## config.mk

```make
export PLATFORM = sky130hd
export DESIGN_NAME = serial_status_unit
export DESIGN_NICKNAME = d
export VERILOG_FILES = /design/src/rtl/sp_status_pkg.sv /design/src/rtl/sp_flag_cell.sv /design/src/rtl/sp_clear_ctl.sv /design/src/rtl/sp_event_decode.sv /design/src/rtl/serial_status_unit.sv
export SDC_FILE = /design/constraint.sdc
export NUM_CORES = 1
export LEC_CHECK = 0
export CAP_MARGIN = 20
export CORE_AREA = 2 2 39 41
export DETAILED_ROUTE_END_ITERATION = 8
export DIE_AREA = 0 0 41 43
export GPL_TIMING_DRIVEN = 0
export HOLD_SLACK_MARGIN = 0.02
export SYNTH_ARGS = -nofsm -noshare
export SYNTH_HDL_FRONTEND = slang
export SYNTH_SLANG_ARGS = --single-unit
```

## constraint.sdc

```tcl
create_clock -name clk -period 1.35 [get_ports clk]
set_clock_uncertainty 0.15 [all_clocks]
set_input_delay 0.27 -clock clk [delete_from_list [all_inputs] [get_ports clk]]
set_output_delay 0.27 -clock clk [all_outputs]
set_load 0.02 [all_outputs]
```

## src/rtl/sp_status_pkg.sv

```systemverilog
// Shared constants for the serial port status flag unit.
// Assumes an 8-bit status byte with flags at fixed bit positions.
package sp_status_pkg;

    localparam int STAT_W    = 8;
    localparam int NUM_FLAGS = 5;

    // Index of each flag inside the internal flag vector.
    localparam int F_RXBF = 0;
    localparam int F_TXC  = 1;
    localparam int F_OVR  = 2;
    localparam int F_PER  = 3;
    localparam int F_FER  = 4;

    // Status byte bit position of each flag, listed by flag index.
    localparam int FLAG_POS [NUM_FLAGS] = '{1, 2, 3, 4, 5};

    // Reset value of each flag: only transmit-complete starts at 1.
    localparam logic [NUM_FLAGS-1:0] FLAG_RST = 5'b00010;

    // Flags cleared together by write or enable drop.
    localparam logic [NUM_FLAGS-1:0] ERR_MASK = 5'b11100;

    typedef enum logic {
        MODE_SYNC = 1'b0,
        MODE_UART = 1'b1
    } port_mode_e;

endpackage

```

## src/rtl/sp_flag_cell.sv

```systemverilog
// One status flag register with set priority over clear.
// Assumes set_i and clr_i are single-cycle strobes.
module sp_flag_cell #(
    parameter logic RST_VAL = 1'b0
) (
    input  logic clk,
    input  logic rst_n,
    input  logic set_i,
    input  logic clr_i,
    output logic q_o
);

    // Flag storage: reset, then set wins over clear.
    always_ff @(posedge clk) begin
        if (!rst_n) begin
            q_o <= RST_VAL;
        end else if (set_i) begin
            q_o <= 1'b1;
        end else if (clr_i) begin
            q_o <= 1'b0;
        end
    end

endmodule

```

## src/rtl/sp_clear_ctl.sv

```systemverilog
// Builds the shared clear strobe for the error flags from the status
// write strobe and falling edges of the port and receive enables.
// Assumes enables are synchronous levels; edge state resets to 0.
module sp_clear_ctl (
    input  logic clk,
    input  logic rst_n,
    input  logic port_en_i,
    input  logic rx_en_i,
    input  logic stat_wr_i,
    output logic err_clr_o
);

    logic port_en_q;
    logic rx_en_q;
    logic port_fall;
    logic rx_fall;

    // Remember last enable levels for edge detection.
    always_ff @(posedge clk) begin
        if (!rst_n) begin
            port_en_q <= 1'b0;
            rx_en_q   <= 1'b0;
        end else begin
            port_en_q <= port_en_i;
            rx_en_q   <= rx_en_i;
        end
    end

    // Combine falling edges and status write into one clear strobe.
    always_comb begin
        port_fall = port_en_q & ~port_en_i;
        rx_fall   = rx_en_q & ~rx_en_i;
        err_clr_o = stat_wr_i | port_fall | rx_fall;
    end

endmodule

```

## src/rtl/sp_event_decode.sv

```systemverilog
// Turns datapath strobes, mode bits and receive samples into per-flag
// set and clear requests. Assumes rxbf_q is the current buffer-full flag.
module sp_event_decode
    import sp_status_pkg::*;
(
    input  logic                 mode_uart_i,
    input  logic                 parity_en_i,
    input  logic                 parity_odd_i,
    input  logic                 rx_frame_done_i,
    input  logic                 rx_buf_load_i,
    input  logic                 rx_buf_read_i,
    input  logic                 tx_shift_start_i,
    input  logic                 tx_shift_end_i,
    input  logic                 rx_par_sum_i,
    input  logic                 rx_stop_i,
    input  logic                 rxbf_q_i,
    input  logic                 err_clr_i,
    output logic [NUM_FLAGS-1:0] set_o,
    output logic [NUM_FLAGS-1:0] clr_o
);

    port_mode_e mode;
    logic       par_bad;

    // Decode each flag's set and clear condition.
    always_comb begin
        mode    = port_mode_e'(mode_uart_i);
        par_bad = rx_par_sum_i ^ parity_odd_i;

        set_o = '0;
        clr_o = '0;

        set_o[F_RXBF] = rx_buf_load_i;
        clr_o[F_RXBF] = rx_buf_read_i;

        set_o[F_TXC]  = tx_shift_end_i;
        clr_o[F_TXC]  = tx_shift_start_i;

        set_o[F_OVR]  = rx_frame_done_i & rxbf_q_i;
        set_o[F_PER]  = rx_frame_done_i & (mode == MODE_UART) & parity_en_i & par_bad;
        set_o[F_FER]  = rx_frame_done_i & (mode == MODE_UART) & ~rx_stop_i;

        clr_o = clr_o | (ERR_MASK & {NUM_FLAGS{err_clr_i}});
    end

endmodule

```

## src/rtl/serial_status_unit.sv

```systemverilog
// Status flag unit of a serial port: five flags kept in registers and
// presented as a status byte; unused bits read 0.
// Assumes all event inputs are single-cycle strobes synchronous to clk.
module serial_status_unit
    import sp_status_pkg::*;
#(
    parameter int OUT_W = STAT_W
) (
    input  logic             clk,
    input  logic             rst_n,
    input  logic             mode_uart_i,
    input  logic             parity_en_i,
    input  logic             parity_odd_i,
    input  logic             port_en_i,
    input  logic             rx_en_i,
    input  logic             rx_frame_done_i,
    input  logic             rx_buf_load_i,
    input  logic             rx_buf_read_i,
    input  logic             tx_shift_start_i,
    input  logic             tx_shift_end_i,
    input  logic             rx_par_sum_i,
    input  logic             rx_stop_i,
    input  logic             stat_wr_i,
    output logic [OUT_W-1:0] status_o
);

    logic [NUM_FLAGS-1:0] flag_q;
    logic [NUM_FLAGS-1:0] flag_set;
    logic [NUM_FLAGS-1:0] flag_clr;
    logic                 err_clr;

    sp_clear_ctl u_clr (
        .clk       (clk),
        .rst_n     (rst_n),
        .port_en_i (port_en_i),
        .rx_en_i   (rx_en_i),
        .stat_wr_i (stat_wr_i),
        .err_clr_o (err_clr)
    );

    sp_event_decode u_dec (
        .mode_uart_i      (mode_uart_i),
        .parity_en_i      (parity_en_i),
        .parity_odd_i     (parity_odd_i),
        .rx_frame_done_i  (rx_frame_done_i),
        .rx_buf_load_i    (rx_buf_load_i),
        .rx_buf_read_i    (rx_buf_read_i),
        .tx_shift_start_i (tx_shift_start_i),
        .tx_shift_end_i   (tx_shift_end_i),
        .rx_par_sum_i     (rx_par_sum_i),
        .rx_stop_i        (rx_stop_i),
        .rxbf_q_i         (flag_q[F_RXBF]),
        .err_clr_i        (err_clr),
        .set_o            (flag_set),
        .clr_o            (flag_clr)
    );

    for (genvar g = 0; g < NUM_FLAGS; g++) begin : g_flag
        sp_flag_cell #(.RST_VAL(FLAG_RST[g])) u_cell (
            .clk   (clk),
            .rst_n (rst_n),
            .set_i (flag_set[g]),
            .clr_i (flag_clr[g]),
            .q_o   (flag_q[g])
        );
    end

    // Place each flag at its status bit; other bits read 0.
    always_comb begin
        status_o = '0;
        for (int i = 0; i < NUM_FLAGS; i++) begin
            status_o[FLAG_POS[i]] = flag_q[i];
        end
    end

endmodule

```

==> flow_metrics.tcl, run 1 <==
set metrics [dict create \
    worst_skew_pair.late_latency_ps 240 \
    ff2ff_setup_slack_ps 260 \
    cts_made_buffers 3 \
    final_ws_setup_ps 72.7 \
    design.die.area_um2 1760 \
    critPathKind "in2reg" \
    pre_cts_slack_ps -221 \
    htree_levels 1 \
    antenna_violations_before_repair 0 \
    all_layer_gr_usage_pct 8.55 \
    timing.critical_path.fanout_max 3 \
    worstHoldStart "rst_n" \
    final_design_area_no_fill_um2 562 \
    final_net_count 72 \
    rsz0062_at_grt "false" \
    max_cap_viol_count 0 \
    power_per_cell_area_nw_per_um2 907 \
    outcome "complete, no violations" \
    first_pass_detailed_route_iteration_total 1 \
    crit-reg2reg-launch "u_clr.rx_en_q" \
    hold_ws_ps 218 \
    postCtsSetupBuffers 0 \
    number_of_buffers_inserted_by_port_buffering 19 \
    report.final.slew_viol_count 0 \
    sequential_fraction_of_the_synthesis_area_pct 41.5 \
    stdcell_count 72 \
    start_util_pct 24.4 \
    avgRoutedWirePerCell_um 8.06 \
    critical_path.cell_chain "clkdlybuf4s50_1 > nor2b_4 > nor4b_4 > a2bb2o_1" \
    setup.worst_path.end_class "flip-flop" \
    post_synth_num_cell_types 18 \
    worst-endpoint-required_ps 1390 \
    dp.cells 68 \
    synth.avg_cell_area_um2 10.9 \
    leading_cell_types_in_the_layout_fill_and_taps_excluded "sky130_fd_sc_hd__clkdlybuf4s50_1 (13), sky130_fd_sc_hd__buf_4 (9), sky130_fd_sc_hd__dfxtp_1 (7), sky130_fd_sc_hd__buf_2 (4)" \
    synth_cells 31 \
    n_antenna_cell 0 \
    power.leakage_nw 0.261 \
    end_of_the_worst_register_to_register_path "g_flag[3].u_cell.q_o" \
    layout.cells.most_common "sky130_fd_sc_hd__clkdlybuf4s50_1" \
    fin_setup_tns_ps 0 \
    nFillCells 151 \
    pin_count_of_the_biggest_net_entering_global_routing 8 \
    via_count_of_the_first_global_routing_pass 247 \
    post-route-min-period_ps 1280 \
    routed_wirelength_um 580 \
    grt_first_pass_wirelength_um 966 \
    timing.critical_path.slowest_stage_cell "sky130_fd_sc_hd__clkdlybuf4s50_1" \
    drt-initial-drc-count 0 \
    detail-route-antenna-nets 0 \
    share_of_post_route_cells_with_drive_strength_above_1_pct 35.7 \
    rows 14 \
    drt_drc_violations_left 0 \
    setup-violations-final 0 \
    post_synth_instance_area_um2 338 \
    gp_congestion 0.588 \
    worstHoldEndpoint "g_flag[1].u_cell.q_o" \
    postPlaceCellArea_um2 556 \
    maximum_achievable_frequency_mhz 783 \
    synth_seq_cells 7 \
    fin_crit_sh_pct 94.6 \
    yosys_warnings 0 \
    tritoncts_clock_tree "yes" \
    slowest_delay_ps 520 \
    cts.clk_slew.worst_paths_ps 50 \
    die_w_um 41 \
    hold_depth 2 \
    floorplan.core_area_um2 1380 \
    area_growth_syn_to_layout_pct 66.3 \
    grt.overflow.total 0 \
    dr_total_vias 276 \
    worstSetupStartpointType "input port" \
    die_y_um 43 \
    final-hold-violation-count 0 \
    min-delay-path-class "in2reg" \
    power.ir.vdd_worst_mv 0.408 \
    clock_tree.root_cell "sky130_fd_sc_hd__clkbuf_4" \
    numClockSinks 7 \
    cts-root-to-sink-buffers 2 \
    timing.critical_path.arrival_ps 1320 \
    r2r_cells 3 \
    top_level_ports 23 \
    detail_route.vias_per_cell 3.83 \
]
==> critical path, delay by kind of cell <==
family,cells,cell delay (ps)
buf+inv,1,520
simple gates,2,360
compound gates,1,170
==> logic make-up (layout without fill, tap and decap cells) <==
family                 Yosys count  count (layout)  synth area share, %
flip-flops                       7               7                 41.5
AND/OR/NAND/NOR                 10              10                 26.3
other                            1               3                 1.11
XOR/XNOR                         1               1                 2.59
AO/OA/AOI/OAI                    4               4                 10.7
buffers and inverters            8              31                 17.8
==> timing repair <==
item / 4_1_cts / 5_1_grt
hold buffers: 0 / 0
setup endpoints to repair: 5 / 5
gates resized for setup: 17 / 4
==> layout make-up <==
class | count | area, um^2 | area share (%)
buffer | 8 | 60.1 | 10.7
clock buffer | 4 | 26.3 | 4.68
multi-input combinational | 18 | 145 | 25.8
sequential | 7 | 140 | 24.9
tap | 16 | 20.0 | 3.56
timing repair buffer | 19 | 170 | 30.3
==> through the flow <==
stage | total power, W | utilization [%]
global route | 0.000544 | 40.6
floorplan | 0.000279 | -
detailed placement | 0.000340 | 40.1
CTS | 0.000522 | 41.8
finish | 0.000510 | 40.6
global placement | 0.000339 | 40.1
==> Yosys cell counts <==
| master | n | area (um^2) |
|---|---|---|
| sky130_fd_sc_hd__nor2b_1 | 1 | 6.26 |
| sky130_fd_sc_hd__o2bb2ai_1 | 1 | 8.76 |
| sky130_fd_sc_hd__conb_1 | 1 | 3.75 |
| sky130_fd_sc_hd__and2_2 | 1 | 7.51 |
| sky130_fd_sc_hd__nor2b_2 | 1 | 8.76 |
| sky130_fd_sc_hd__xor2_1 | 1 | 8.76 |
| sky130_fd_sc_hd__nand3_1 | 1 | 5.00 |
| sky130_fd_sc_hd__nor4b_4 | 1 | 23.8 |
| sky130_fd_sc_hd__nand2b_1 | 1 | 6.26 |
| sky130_fd_sc_hd__o21a_1 | 1 | 7.51 |
| sky130_fd_sc_hd__nand3b_1 | 1 | 7.51 |
| sky130_fd_sc_hd__dfxtp_1 | 7 | 140 |
| sky130_fd_sc_hd__and2_1 | 1 | 6.26 |
| sky130_fd_sc_hd__nand2_1 | 1 | 3.75 |
| sky130_fd_sc_hd__a2bb2o_1 | 1 | 10.0 |
| sky130_fd_sc_hd__buf_4 | 8 | 60.1 |
| sky130_fd_sc_hd__a32o_1 | 1 | 10.0 |
| sky130_fd_sc_hd__nor2b_4 | 1 | 13.8 |
==> worst max-delay path by stage <==
| stage | slack [ps] | start | to | cells past startpoint |
|---|---|---|---|---|
| finish | 70 | rx_en_i | g_flag[3].u_cell.q_o | 4 |
| global route | 20 | rx_en_i | g_flag[3].u_cell.q_o | 4 |
| CTS | 1 | g_flag[2].u_cell.q_o | status_o[3] | 2 |
| detailed placement | -220 | rst_n | g_flag[3].u_cell.q_o | 3 |
| global placement | -220 | rst_n | g_flag[3].u_cell.q_o | 3 |
| floorplan | 330 | u_clr.port_en_q | g_flag[3].u_cell.q_o | 3 |
==> state kept, by name (all words and copies together) (netlist names) <==
register and count:
g_flag.u_cell.q_o 5, u_clr.port_en_q 1, u_clr.rx_en_q 1
==> per-layer routing <==
layer | GRT usage, % | vias up | part of all wire [%]
met3 | 3.66 | 2 | 14
li1 | - | 144 | -
met5 | 0 | - | 0
met2 | 10.0 | 18 | 40
met1 | 11.0 | 112 | 44
met4 | 8.00 | 0 | 1.4
==> report_power, final <==
group / total, W / internal, W / switching, W
clock: 0.000181 / 0.000112 / 0.0000684
sequential: 0.000221 / 0.000217 / 0.00000420
combinational: 0.000108 / 0.0000700 / 0.0000380
Note: power is estimated with default switching activity, not from simulation.
==> run 2: changes to the inputs <==
- ABC_CLOCK_PERIOD_IN_PS: unset -> 1350
==> results of run 2 <==
No change in the layout: final DEF, timing and power equal those of run 1.
